==> config.mk <==
export PLATFORM = sky130hd
export DESIGN_NAME = dtmf_synth
export DESIGN_NICKNAME = d
export VERILOG_FILES = /design/src/rtl/dtmf_pkg.sv /design/src/rtl/dtmf_tone_gen.sv /design/src/rtl/dtmf_sine_lut.sv /design/src/rtl/dtmf_mixer.sv /design/src/rtl/dtmf_synth.sv
export SDC_FILE = /design/constraint.sdc
export NUM_CORES = 1
export LEC_CHECK = 0
export CORE_ASPECT_RATIO = 1.4
export CORE_MARGIN = 3
export CORE_UTILIZATION = 55
export CTS_CLUSTER_DIAMETER = 120
export DETAILED_ROUTE_END_ITERATION = 8
export DONT_BUFFER_PORTS = 1
export MAX_ROUTING_LAYER = met4
export PLACE_DENSITY = 0.67
export SLEW_MARGIN = 20
export SYNTH_ARGS = -nofsm -noshare
export SYNTH_HDL_FRONTEND = slang
export SYNTH_SLANG_ARGS = --single-unit
export TNS_END_PERCENT = 20
==> constraint.sdc <==
create_clock -name clk_i -period 9.92 [get_ports clk_i]
set_input_delay 0.992 -clock clk_i [delete_from_list [all_inputs] [get_ports clk_i]]
set_output_delay 0.992 -clock clk_i [all_outputs]
set_load 0.005 [all_outputs]
==> src/rtl/dtmf_pkg.sv <==
package dtmf_pkg;
  localparam int IDX_W = 5;
  localparam int TBL_W = 17;
  localparam int DIV_W = 8;
  localparam int NGRP  = 2;
  localparam int SEL_W = 2;

  typedef logic [DIV_W-1:0] div_t;
  typedef logic [IDX_W-1:0] idx_t;
  typedef logic signed [TBL_W-1:0] tbl_t;

  // low group divisors of the 3.579545 MHz reference (32 steps per period)
  function automatic div_t row_div(logic [SEL_W-1:0] sel);
    case (sel)
      2'd0:    return div_t'(160);
      2'd1:    return div_t'(146);
      2'd2:    return div_t'(132);
      default: return div_t'(118);
    endcase
  endfunction

  function automatic div_t col_div(logic [SEL_W-1:0] sel);
    case (sel)
      2'd0:    return div_t'(92);
      2'd1:    return div_t'(84);
      2'd2:    return div_t'(76);
      default: return div_t'(68);
    endcase
  endfunction

  // quarter-wave table, mirrored and negated for the full period
  function automatic tbl_t sine_at(idx_t idx);
    logic [3:0] j;
    logic [3:0] k;
    tbl_t mag;
    j = idx[3:0];
    k = (j > 4'd8) ? 4'(5'd16 - {1'b0, j}) : j;
    case (k)
      4'd0:    mag = tbl_t'(0);
      4'd1:    mag = tbl_t'(6393);
      4'd2:    mag = tbl_t'(12539);
      4'd3:    mag = tbl_t'(18204);
      4'd4:    mag = tbl_t'(23170);
      4'd5:    mag = tbl_t'(27245);
      4'd6:    mag = tbl_t'(30273);
      4'd7:    mag = tbl_t'(32137);
      default: mag = tbl_t'(32767);
    endcase
    return idx[IDX_W-1] ? -mag : mag;
  endfunction
endpackage

==> src/rtl/dtmf_tone_gen.sv <==
module dtmf_tone_gen #(
  parameter int DIV_W = 8,
  parameter int IDX_W = 5
) (
  input  logic             clk_i,
  input  logic             rst_ni,
  input  logic             en_i,
  input  logic [DIV_W-1:0] div_i,
  output logic [IDX_W-1:0] idx_o
);
  logic [DIV_W-1:0] cnt_q;
  logic [IDX_W-1:0] idx_q;
  logic             wrap;

  // >= so a shorter divisor selected mid-count wraps at once
  assign wrap = (cnt_q >= (div_i - DIV_W'(1)));

  always_ff @(posedge clk_i or negedge rst_ni) begin
    if (!rst_ni) begin
      cnt_q <= '0;
      idx_q <= '0;
    end else if (!en_i) begin
      cnt_q <= '0;
      idx_q <= '0;
    end else if (wrap) begin
      cnt_q <= '0;
      idx_q <= idx_q + IDX_W'(1);
    end else begin
      cnt_q <= cnt_q + DIV_W'(1);
    end
  end

  assign idx_o = idx_q;
endmodule

==> src/rtl/dtmf_sine_lut.sv <==
module dtmf_sine_lut
  import dtmf_pkg::*;
(
  input  idx_t idx_i,
  output tbl_t val_o
);
  assign val_o = sine_at(idx_i);
endmodule

==> src/rtl/dtmf_mixer.sv <==
module dtmf_mixer #(
  parameter int TBL_W     = 17,
  parameter int OUT_W     = 16,
  parameter int AMP_SHIFT = 2,
  parameter int SUM_W     = TBL_W + 2
) (
  input  logic                    clk_i,
  input  logic                    rst_ni,
  input  logic                    row_act_i,
  input  logic                    col_act_i,
  input  logic signed [TBL_W-1:0] row_lut_i,
  input  logic signed [TBL_W-1:0] col_lut_i,
  output logic signed [SUM_W-1:0] sum_o,
  output logic signed [OUT_W-1:0] sample_o,
  output logic                    valid_o
);
  localparam logic signed [SUM_W-1:0] HI = SUM_W'((64'sd1 <<< (OUT_W - 1)) - 64'sd1);
  localparam logic signed [SUM_W-1:0] LO = ~HI;

  logic signed [SUM_W-1:0] row_x, col_x, row_s, col_b, col_s;
  logic signed [SUM_W-1:0] row_v, col_v, sum;
  logic signed [OUT_W-1:0] clip;

  assign row_x = {{(SUM_W-TBL_W){row_lut_i[TBL_W-1]}}, row_lut_i};
  assign col_x = {{(SUM_W-TBL_W){col_lut_i[TBL_W-1]}}, col_lut_i};
  assign row_s = row_x >>> AMP_SHIFT;
  assign col_b = col_x >>> AMP_SHIFT;
  // 1.25x pre-emphasis on the high group
  assign col_s = col_b + (col_b >>> 2);

  assign row_v = row_act_i ? row_s : '0;
  assign col_v = col_act_i ? col_s : '0;
  assign sum   = row_v + col_v;
  assign sum_o = sum;

  always_comb begin
    if (sum > HI)      clip = HI[OUT_W-1:0];
    else if (sum < LO) clip = LO[OUT_W-1:0];
    else               clip = sum[OUT_W-1:0];
  end

  always_ff @(posedge clk_i or negedge rst_ni) begin
    if (!rst_ni) begin
      sample_o <= '0;
      valid_o  <= 1'b0;
    end else begin
      sample_o <= clip;
      valid_o  <= row_act_i | col_act_i;
    end
  end
endmodule

==> src/rtl/dtmf_synth.sv <==
module dtmf_synth
  import dtmf_pkg::*;
#(
  parameter int OUT_W     = 16,
  parameter int AMP_SHIFT = 2
) (
  input  logic                    clk_i,
  input  logic                    rst_ni,
  input  logic [1:0]              row_sel_i,
  input  logic [1:0]              col_sel_i,
  input  logic                    row_en_i,
  input  logic                    col_en_i,
  input  logic                    off_i,
  output logic signed [OUT_W-1:0] sample_o,
  output logic                    valid_o
);
  localparam int SUM_W = TBL_W + 2;

  logic [NGRP-1:0]         grp_act;
  div_t                    grp_div [NGRP];
  idx_t                    grp_idx [NGRP];
  tbl_t                    grp_lut [NGRP];
  logic signed [SUM_W-1:0] sum_full;

  assign grp_act[0] = row_en_i & ~off_i;
  assign grp_act[1] = col_en_i & ~off_i;
  assign grp_div[0] = row_div(row_sel_i);
  assign grp_div[1] = col_div(col_sel_i);

  for (genvar g = 0; g < NGRP; g++) begin : g_grp
    dtmf_tone_gen #(
      .DIV_W(DIV_W),
      .IDX_W(IDX_W)
    ) u_gen (
      .clk_i (clk_i),
      .rst_ni(rst_ni),
      .en_i  (grp_act[g]),
      .div_i (grp_div[g]),
      .idx_o (grp_idx[g])
    );
    dtmf_sine_lut u_lut (
      .idx_i(grp_idx[g]),
      .val_o(grp_lut[g])
    );
  end

  dtmf_mixer #(
    .TBL_W    (TBL_W),
    .OUT_W    (OUT_W),
    .AMP_SHIFT(AMP_SHIFT),
    .SUM_W    (SUM_W)
  ) u_mix (
    .clk_i    (clk_i),
    .rst_ni   (rst_ni),
    .row_act_i(grp_act[0]),
    .col_act_i(grp_act[1]),
    .row_lut_i(grp_lut[0]),
    .col_lut_i(grp_lut[1]),
    .sum_o    (sum_full),
    .sample_o (sample_o),
    .valid_o  (valid_o)
  );
endmodule

# Yosys cells after proc, flatten, opt, wreduce, memory -nomap -nowiden

Memory sizes are Yosys's and may differ from the RTL's.
Cells that the tools add are included.

$add $sub $neg: 12
Order comparisons: 6
Equality and inequality tests: 6
Mux-type cells: 20
Bitwise gates (word level): 4
Reduce and logical (&&, ||, !) cells: 2

Operators by type and width:

| cell                                                            | count |
|---|---|
| 2-to-1 mux 17 bit                                               | 4 |
| 2-to-1 mux 19 bit                                               | 2 |
| negation 17 bit                                                 | 2 |
| 2-to-1 mux 16 bit                                               | 2 |
| 2-to-1 mux 8 bit                                                | 4 |
| one-hot mux 8 bit (3 select lines)                              | 1 |
| 2-to-1 mux 5 bit                                                | 4 |
| adder 19 bit                                                    | 1 |
| greater-than comparator 19 x 16 -> 1 bit, second input constant | 1 |
| < comparator 19 x 16 -> 1 bit, second input constant            | 1 |
| adder 15 x 13 -> 16 bit                                         | 1 |
| adder 8 x 1 -> 8 bit, second input constant                     | 2 |
| >= comparator 8 bit                                             | 2 |
| one-hot mux 5 bit (3 select lines)                              | 1 |
| adder 5 x 1 -> 5 bit, second input constant                     | 2 |
| greater-than comparator 4 bit, second input constant            | 2 |
| 2-to-1 mux 4 bit                                                | 2 |
| subtractor 1 x 4 -> 4 bit, first input constant                 | 2 |
| subtractor 7 x 1 -> 8 bit, second input constant                | 1 |
| subtractor 8 x 1 -> 8 bit, second input constant                | 1 |
| == test 2 x 1 -> 1 bit, second input constant                   | 2 |
| == test 2 bit, second input constant                            | 2 |
| zero test 2 bit                                                 | 2 |
| != test 2 bit, second input constant                            | 2 |
| other kinds (3)                                                 | 4 |

Register bits: 43
Bits in read-only memories: 240
Bits of input ports: 9
Output and inout port bits: 17
Word-level logic and storage cells: 58
Memories: 2

Memory list:

| name             | depth | width | read ports | clocked after Yosys merged registers in | write ports | line           | text |
|---|---|---|---|---|---|---|---|
| (name not given) | 8     | 15    | 1          | 0                                       | 0           | dtmf_pkg.sv:38 | `case (k)` |
| (name not given) | 8     | 15    | 1          | 0                                       | 0           | dtmf_pkg.sv:38 |  |

# Longest topological paths before layout

An unclocked memory read counts as a cell.

Depth in word-level cells: 12
Gate-level depth with buffers: 32
Mapped depth without buffers: 30

# Cells and area by module

A second synthesis with hierarchy kept.

Cells, all modules: 757
Area total of the unflattened synthesis: 5895.7 µm²

Modules (own cells, without submodules):

| module                          | times used | cells each | area each (µm²) | sequential area each (µm²) |
|---|---|---|---|---|
| dtmf_mixer                      | 1          | 282        | 2247.2          | 425.4 |
| dtmf_sine_lut                   | 2          | 142        | 919.6           | 0.0 |
| dtmf_tone_gen at g_grp[1].u_gen | 1          | 89         | 860.8           | 325.3 |
| dtmf_tone_gen at g_grp[0].u_gen | 1          | 88         | 859.6           | 325.3 |
| dtmf_synth                      | 1          | 14         | 88.8            | 0.0 |

# Worst setup path after synthesis

Ideal clock, no wire load.

Path type: register to register
Start: reg g_grp[1].u_gen.idx_q[0]
End: reg u_mix.sample_o[12]
Library setup time: 135 ps
Arrival: 6875 ps
Data required time: 9785 ps
Setup slack: 2910 ps
Cell stages (with the launch flop): 32
Path buffers: 3
Clock period less this slack: 7010 ps
Cell sequence: dfrtp_1 -> clkinv_1 -> ha_1 -> nand2b_1 -> a21o_1 -> nand2_1 -> ha_1 -> buf_6 -> or4b_4 -> o21a_1 -> buf_2 -> xnor2_1 -> inv_1 -> fa_1 -> nor2b_1 -> o21ai_0 -> a21o_1 -> a21oi_1 -> a311oi_2 -> o41ai_4 -> mux2i_1 -> o311ai_1 -> ha_1 -> nand2_1 -> nor2_1 -> and3_1 -> a2111oi_2 -> nor2_1 -> mux2_2 -> a221oi_2 -> buf_2 -> o21ai_0

Word-level cells in the longest chain between the ends: 12
Elaborated cells between the ends (all ways): 14
Those cells by class: add/sub: 4; order compare: 3; mux: 6; memory: 1

RTL lines:

| what                                                                              | line                | text |
|---|---|---|
| from (decl)                                                                       | dtmf_tone_gen.sv:12 | `logic [IDX_W-1:0] idx_q;` |
| from (signal assigned)                                                            | dtmf_tone_gen.sv:27 | `idx_q <= idx_q + IDX_W'(1);` |
| subtractor 1 x 4 -> 4 bit / greater-than comparator 4 bit (equally long branches) | dtmf_pkg.sv:37      | `k = (j > 4'd8) ? 4'(5'd16 - {1'b0, j}) : j;` |
| 2-to-1 mux 4 bit (*)                                                              | dtmf_pkg.sv:37      |  |
| memory (8 x 15 bit)                                                               | --                  |  |
| 2-to-1 mux 17 bit (*)                                                             | dtmf_pkg.sv:38      |  |
| negation 17 bit                                                                   | dtmf_pkg.sv:49      | `return idx[IDX_W-1] ? -mag : mag;` |
| 2-to-1 mux 17 bit (*)                                                             | dtmf_pkg.sv:49      |  |
| adder 15 x 13 -> 16 bit (*)                                                       | dtmf_mixer.sv:29    | `assign col_s = col_b + (col_b >>> 2);` |
| 2-to-1 mux 19 bit (*)                                                             | dtmf_mixer.sv:32    | `assign col_v = col_act_i ? col_s : '0;` |
| adder 19 bit (*)                                                                  | dtmf_mixer.sv:33    | `assign sum = row_v + col_v;` |
| < comparator 19 x 16 -> 1 bit                                                     | dtmf_mixer.sv:38    | `else if (sum < LO) clip = LO[OUT_W-1:0];` |
| 2-to-1 mux 16 bit                                                                 | dtmf_mixer.sv:38    |  |
| 2-to-1 mux 16 bit (*)                                                             | dtmf_mixer.sv:37    | `if (sum > HI) clip = HI[OUT_W-1:0];` |
| named net u_mix.clip[12]                                                          | dtmf_mixer.sv:22    | `logic signed [OUT_W-1:0] clip;` |
| to (signal assigned)                                                              | dtmf_mixer.sv:47    | `sample_o <= clip;` |
| to (decl)                                                                         | dtmf_mixer.sv:14    | `output logic signed [OUT_W-1:0] sample_o,` |

Mark *: on every way through the listed nets, which the timed path passes. The rest lies on a longest branch.
A chain may end at the register's enable or synchronous reset.

# Final worst setup path

Start: reg g_grp[1].u_gen.idx_q[0]
End: reg u_mix.sample_o[3]

The elaborated chain is that of the path after synthesis.

==> impl_metrics.toml <==
[worst_setup_path]
crit_top_cell = "ha_1"
crit_type = "flop to flop"
critPathMaxStageDelay_ns = 0.73
start_kind = "flop"
crit_path_end_kind = "flop"
reg2reg_slack_ns = 1.52
cp_max_fo = 15
crit_start = "g_grp[1].u_gen.idx_o[0]$_DFFE_PN0P_"
cp.arrival_ns = 8.51
cp.required_ns = 10.03
cpMaxStageDelayCell = "a221oi_2"
r2r-start = "g_grp[1].u_gen.idx_o[0]$_DFFE_PN0P_"

[logic_synthesis]
avgSynthCellArea_sq_um = 7.98
ys_types = 69
netlist_area_sq_um = 4910
synth-warning-count = 0
syn-num-nets = 686
syn_inst = 615
ys.flop_type = "dfrtp_1"
ys_seq_area_share_pct = 21.9
asyncSetResetFlopFracSynth_pct = 100
synth_edf_count = 0
yosys_register_bits = 43

[routing]
avgViaCountPerCell = 5.99
dr.pass1.iters = 5
drtIter0Drc = 281
final_antenna_net_count = 0
drc_errors = 0
wl_um = 11300
via_count = 4221
avgRoutedWirePerCell_um = 16.0

[grt]
grt_pass1_vias = 4092
grt_usage_pct = 23.2
grt_pass1_wl_um = 18800
grt_max_degree = 44
use_met2_pct = 42.6
busiest_layer = "met2"
grt_use_met1_pct = 26.3
grt_overflow = 0
grt_use_met3_pct = 2.73
antenna_found_initial = 0

[cts]
cts_sinks = 43
cts_resized = 0
cts_hold_buf = 0
clk_latency_ns = 0.28
cts_buffers = 5
clockBufferDepth = 2
tritoncts = "done"
post_cts_buffers = 0
cts-root-buf = "clkbuf_16"
htree_levels = 2
cts.clk_slew.worst_paths_ns = 0.06

[finish]
final_cell_area_sq_um = 5100
final_util_pct = 58.9
num_antenna_cells = 0
layout-drive-gt1-share_pct = 3.83
final_cell_mix = "nor2_1, ha_1, nand2_1"
syn_to_final_growth_pct = 3.93
fin_nets = 671
final_common_cell = "nor2_1"

[die]
num_rows = 40
die_h_um = 118
ios = 26
die_x_um = 85.8
fp.dieArea_sq_um = 10100
core_sq_um = 8660
start_util_pct = 56.7

[worst_hold_path]
hold_path.class = "input pin to async pin"

[power]
ir_worst_vdd_v = 0.000122
pwr_density_cell_nw_per_um2 = 80.4
leakagePower_nw = 2.41

[run]
maxCapViolCount = 0

[sta]
rsz0062_at_grt = "no"
setup_viol = 0
fmax_mhz = 119
fin_skew_ns = 0.00601
slew_violations = 0
fin_crit_ns = 8.40
hold_slack_ns = 0.397
relSlewSlack_pct = 36.8
worstMarginPinSlew_ns = 0.947
period_share_pct = 84.7
fin_tns_setup_ns = 0
hold_violations = 0

[placed_design]
placed_cell_area_sq_um = 4940
numPortBuffers = 0
hpwl_um = 9060
gp_congestion = 0.910

[run_status]
outcome = "finished clean"
final timing paths:
check | end | depth (start not counted)
worst min-delay path | g_grp[0].u_gen.cnt_q[4]$_DFF_PN0_ | 0
worst min register to register | g_grp[1].u_gen.cnt_q[0]$_DFF_PN0_ | 1
min in group clk_i | g_grp[1].u_gen.cnt_q[0]$_DFF_PN0_ | 1
worst max-delay path | u_mix.sample_o[3]$_DFF_PN0_ | 28
worst max register to register | u_mix.sample_o[3]$_DFF_PN0_ | 28
max in group asynchronous | u_mix.sample_o[1]$_DFF_PN0_ | 0
report_power, final:
part           leakage (nW)  switching (mW)  internal [mW]
combinational          1.75          0.0300         0.0187
clock                0.0769          0.0629          0.117
sequential            0.592         0.00257          0.178
per-layer routing:
layer	part of all wire, %	routed length, um	up-vias
met5	0	0	-
met4	1.3	148	0
met3	2.8	316	16
met2	55	6210	81
met1	41	4590	1966
li1	-	-	2158
sequential cells by signal, summed over array words and instances, names as in the netlist:
| signal | count |
|---|---|
| g_grp.u_gen.cnt_q | 16 |
| u_mix.valid_o | 1 |
| u_mix.sample_o | 16 |
| g_grp.u_gen.idx_o | 10 |
final cells by class:
class | count | area (sq um)
Multi-Input combinational cell | 522 | 3620
Fill cell | 790 | 3560
Sequential cell | 43 | 1080
Tap cell | 105 | 131
Clock buffer | 6 | 129
Inverter | 27 | 101
Clock inverter | 1 | 30.0
Timing Repair Buffer | 1 | 7.51
synth_stat cells (3+ instances only):
cell / n / area share [%]
mux2i_1: 6 / 1.2
nor2_1: 72 / 5.5
o211ai_1: 3 / 0.46
xor2_1: 24 / 4.3
dfrtp_1: 43 / 22
o21ai_0: 35 / 3.6
inv_1: 24 / 1.8
ha_1: 60 / 15
nand2b_1: 16 / 2.0
buf_2: 6 / 0.61
a21oi_1: 38 / 3.9
or3_1: 6 / 0.76
o2111ai_1: 3 / 0.54
and3_1: 14 / 1.8
and2_1: 5 / 0.64
or2_1: 4 / 0.51
nand2_1: 44 / 3.4
a311oi_1: 3 / 0.54
xnor2_1: 32 / 5.7
a31oi_1: 12 / 1.5
a21o_1: 17 / 2.6
o21ai_1: 8 / 0.82
clkbuf_1: 14 / 1.1
nor3_1: 17 / 1.7
a211oi_1: 8 / 1.2
nor2b_1: 8 / 1.0
nor4b_1: 4 / 0.71
nand3_1: 19 / 1.9
o21a_1: 14 / 2.1
nor4_1: 4 / 0.51
clkinv_1: 3 / 0.23
critical path, delay by kind of cell, from the launching register on:
kind	cells	cell delay (ns)
AOI/OAI and AO/OA	11	3.34
xor gates and xnor gates	1	0.30
adders and majority gates	4	1.62
buffers and inverters	2	0.46
DFF	1	0.51
muxes	2	0.52
and+or+nand+nor	8	1.46
kinds of logic (layout without fill, tap and decap cells):
group                      Yosys count  count (layout)  synth area share [%]
adders and majority gates           62              62                  16.1
buffers and inverters               50              35                  4.21
and+or+nand+nor                    228             228                  23.0
AOI/OAI and AO/OA                  167             167                  22.9
muxes                                8               8                  1.68
other                                1               1                0.0764
xor gates and xnor gates            56              56                  9.99
DFF                                 43              43                  21.9
metrics by stage:
stage	cells	worst slack, ns	power, mW
6_report	705	1.52	0.410
3_3_place_gp	698	1.84	0.232
3_5_place_dp	698	1.57	0.232
4_1_cts	705	1.54	0.415
5_1_grt	705	0.831	0.427
2_1_floorplan	615	2.91	0.223
(Power assumes the default switching activity.)
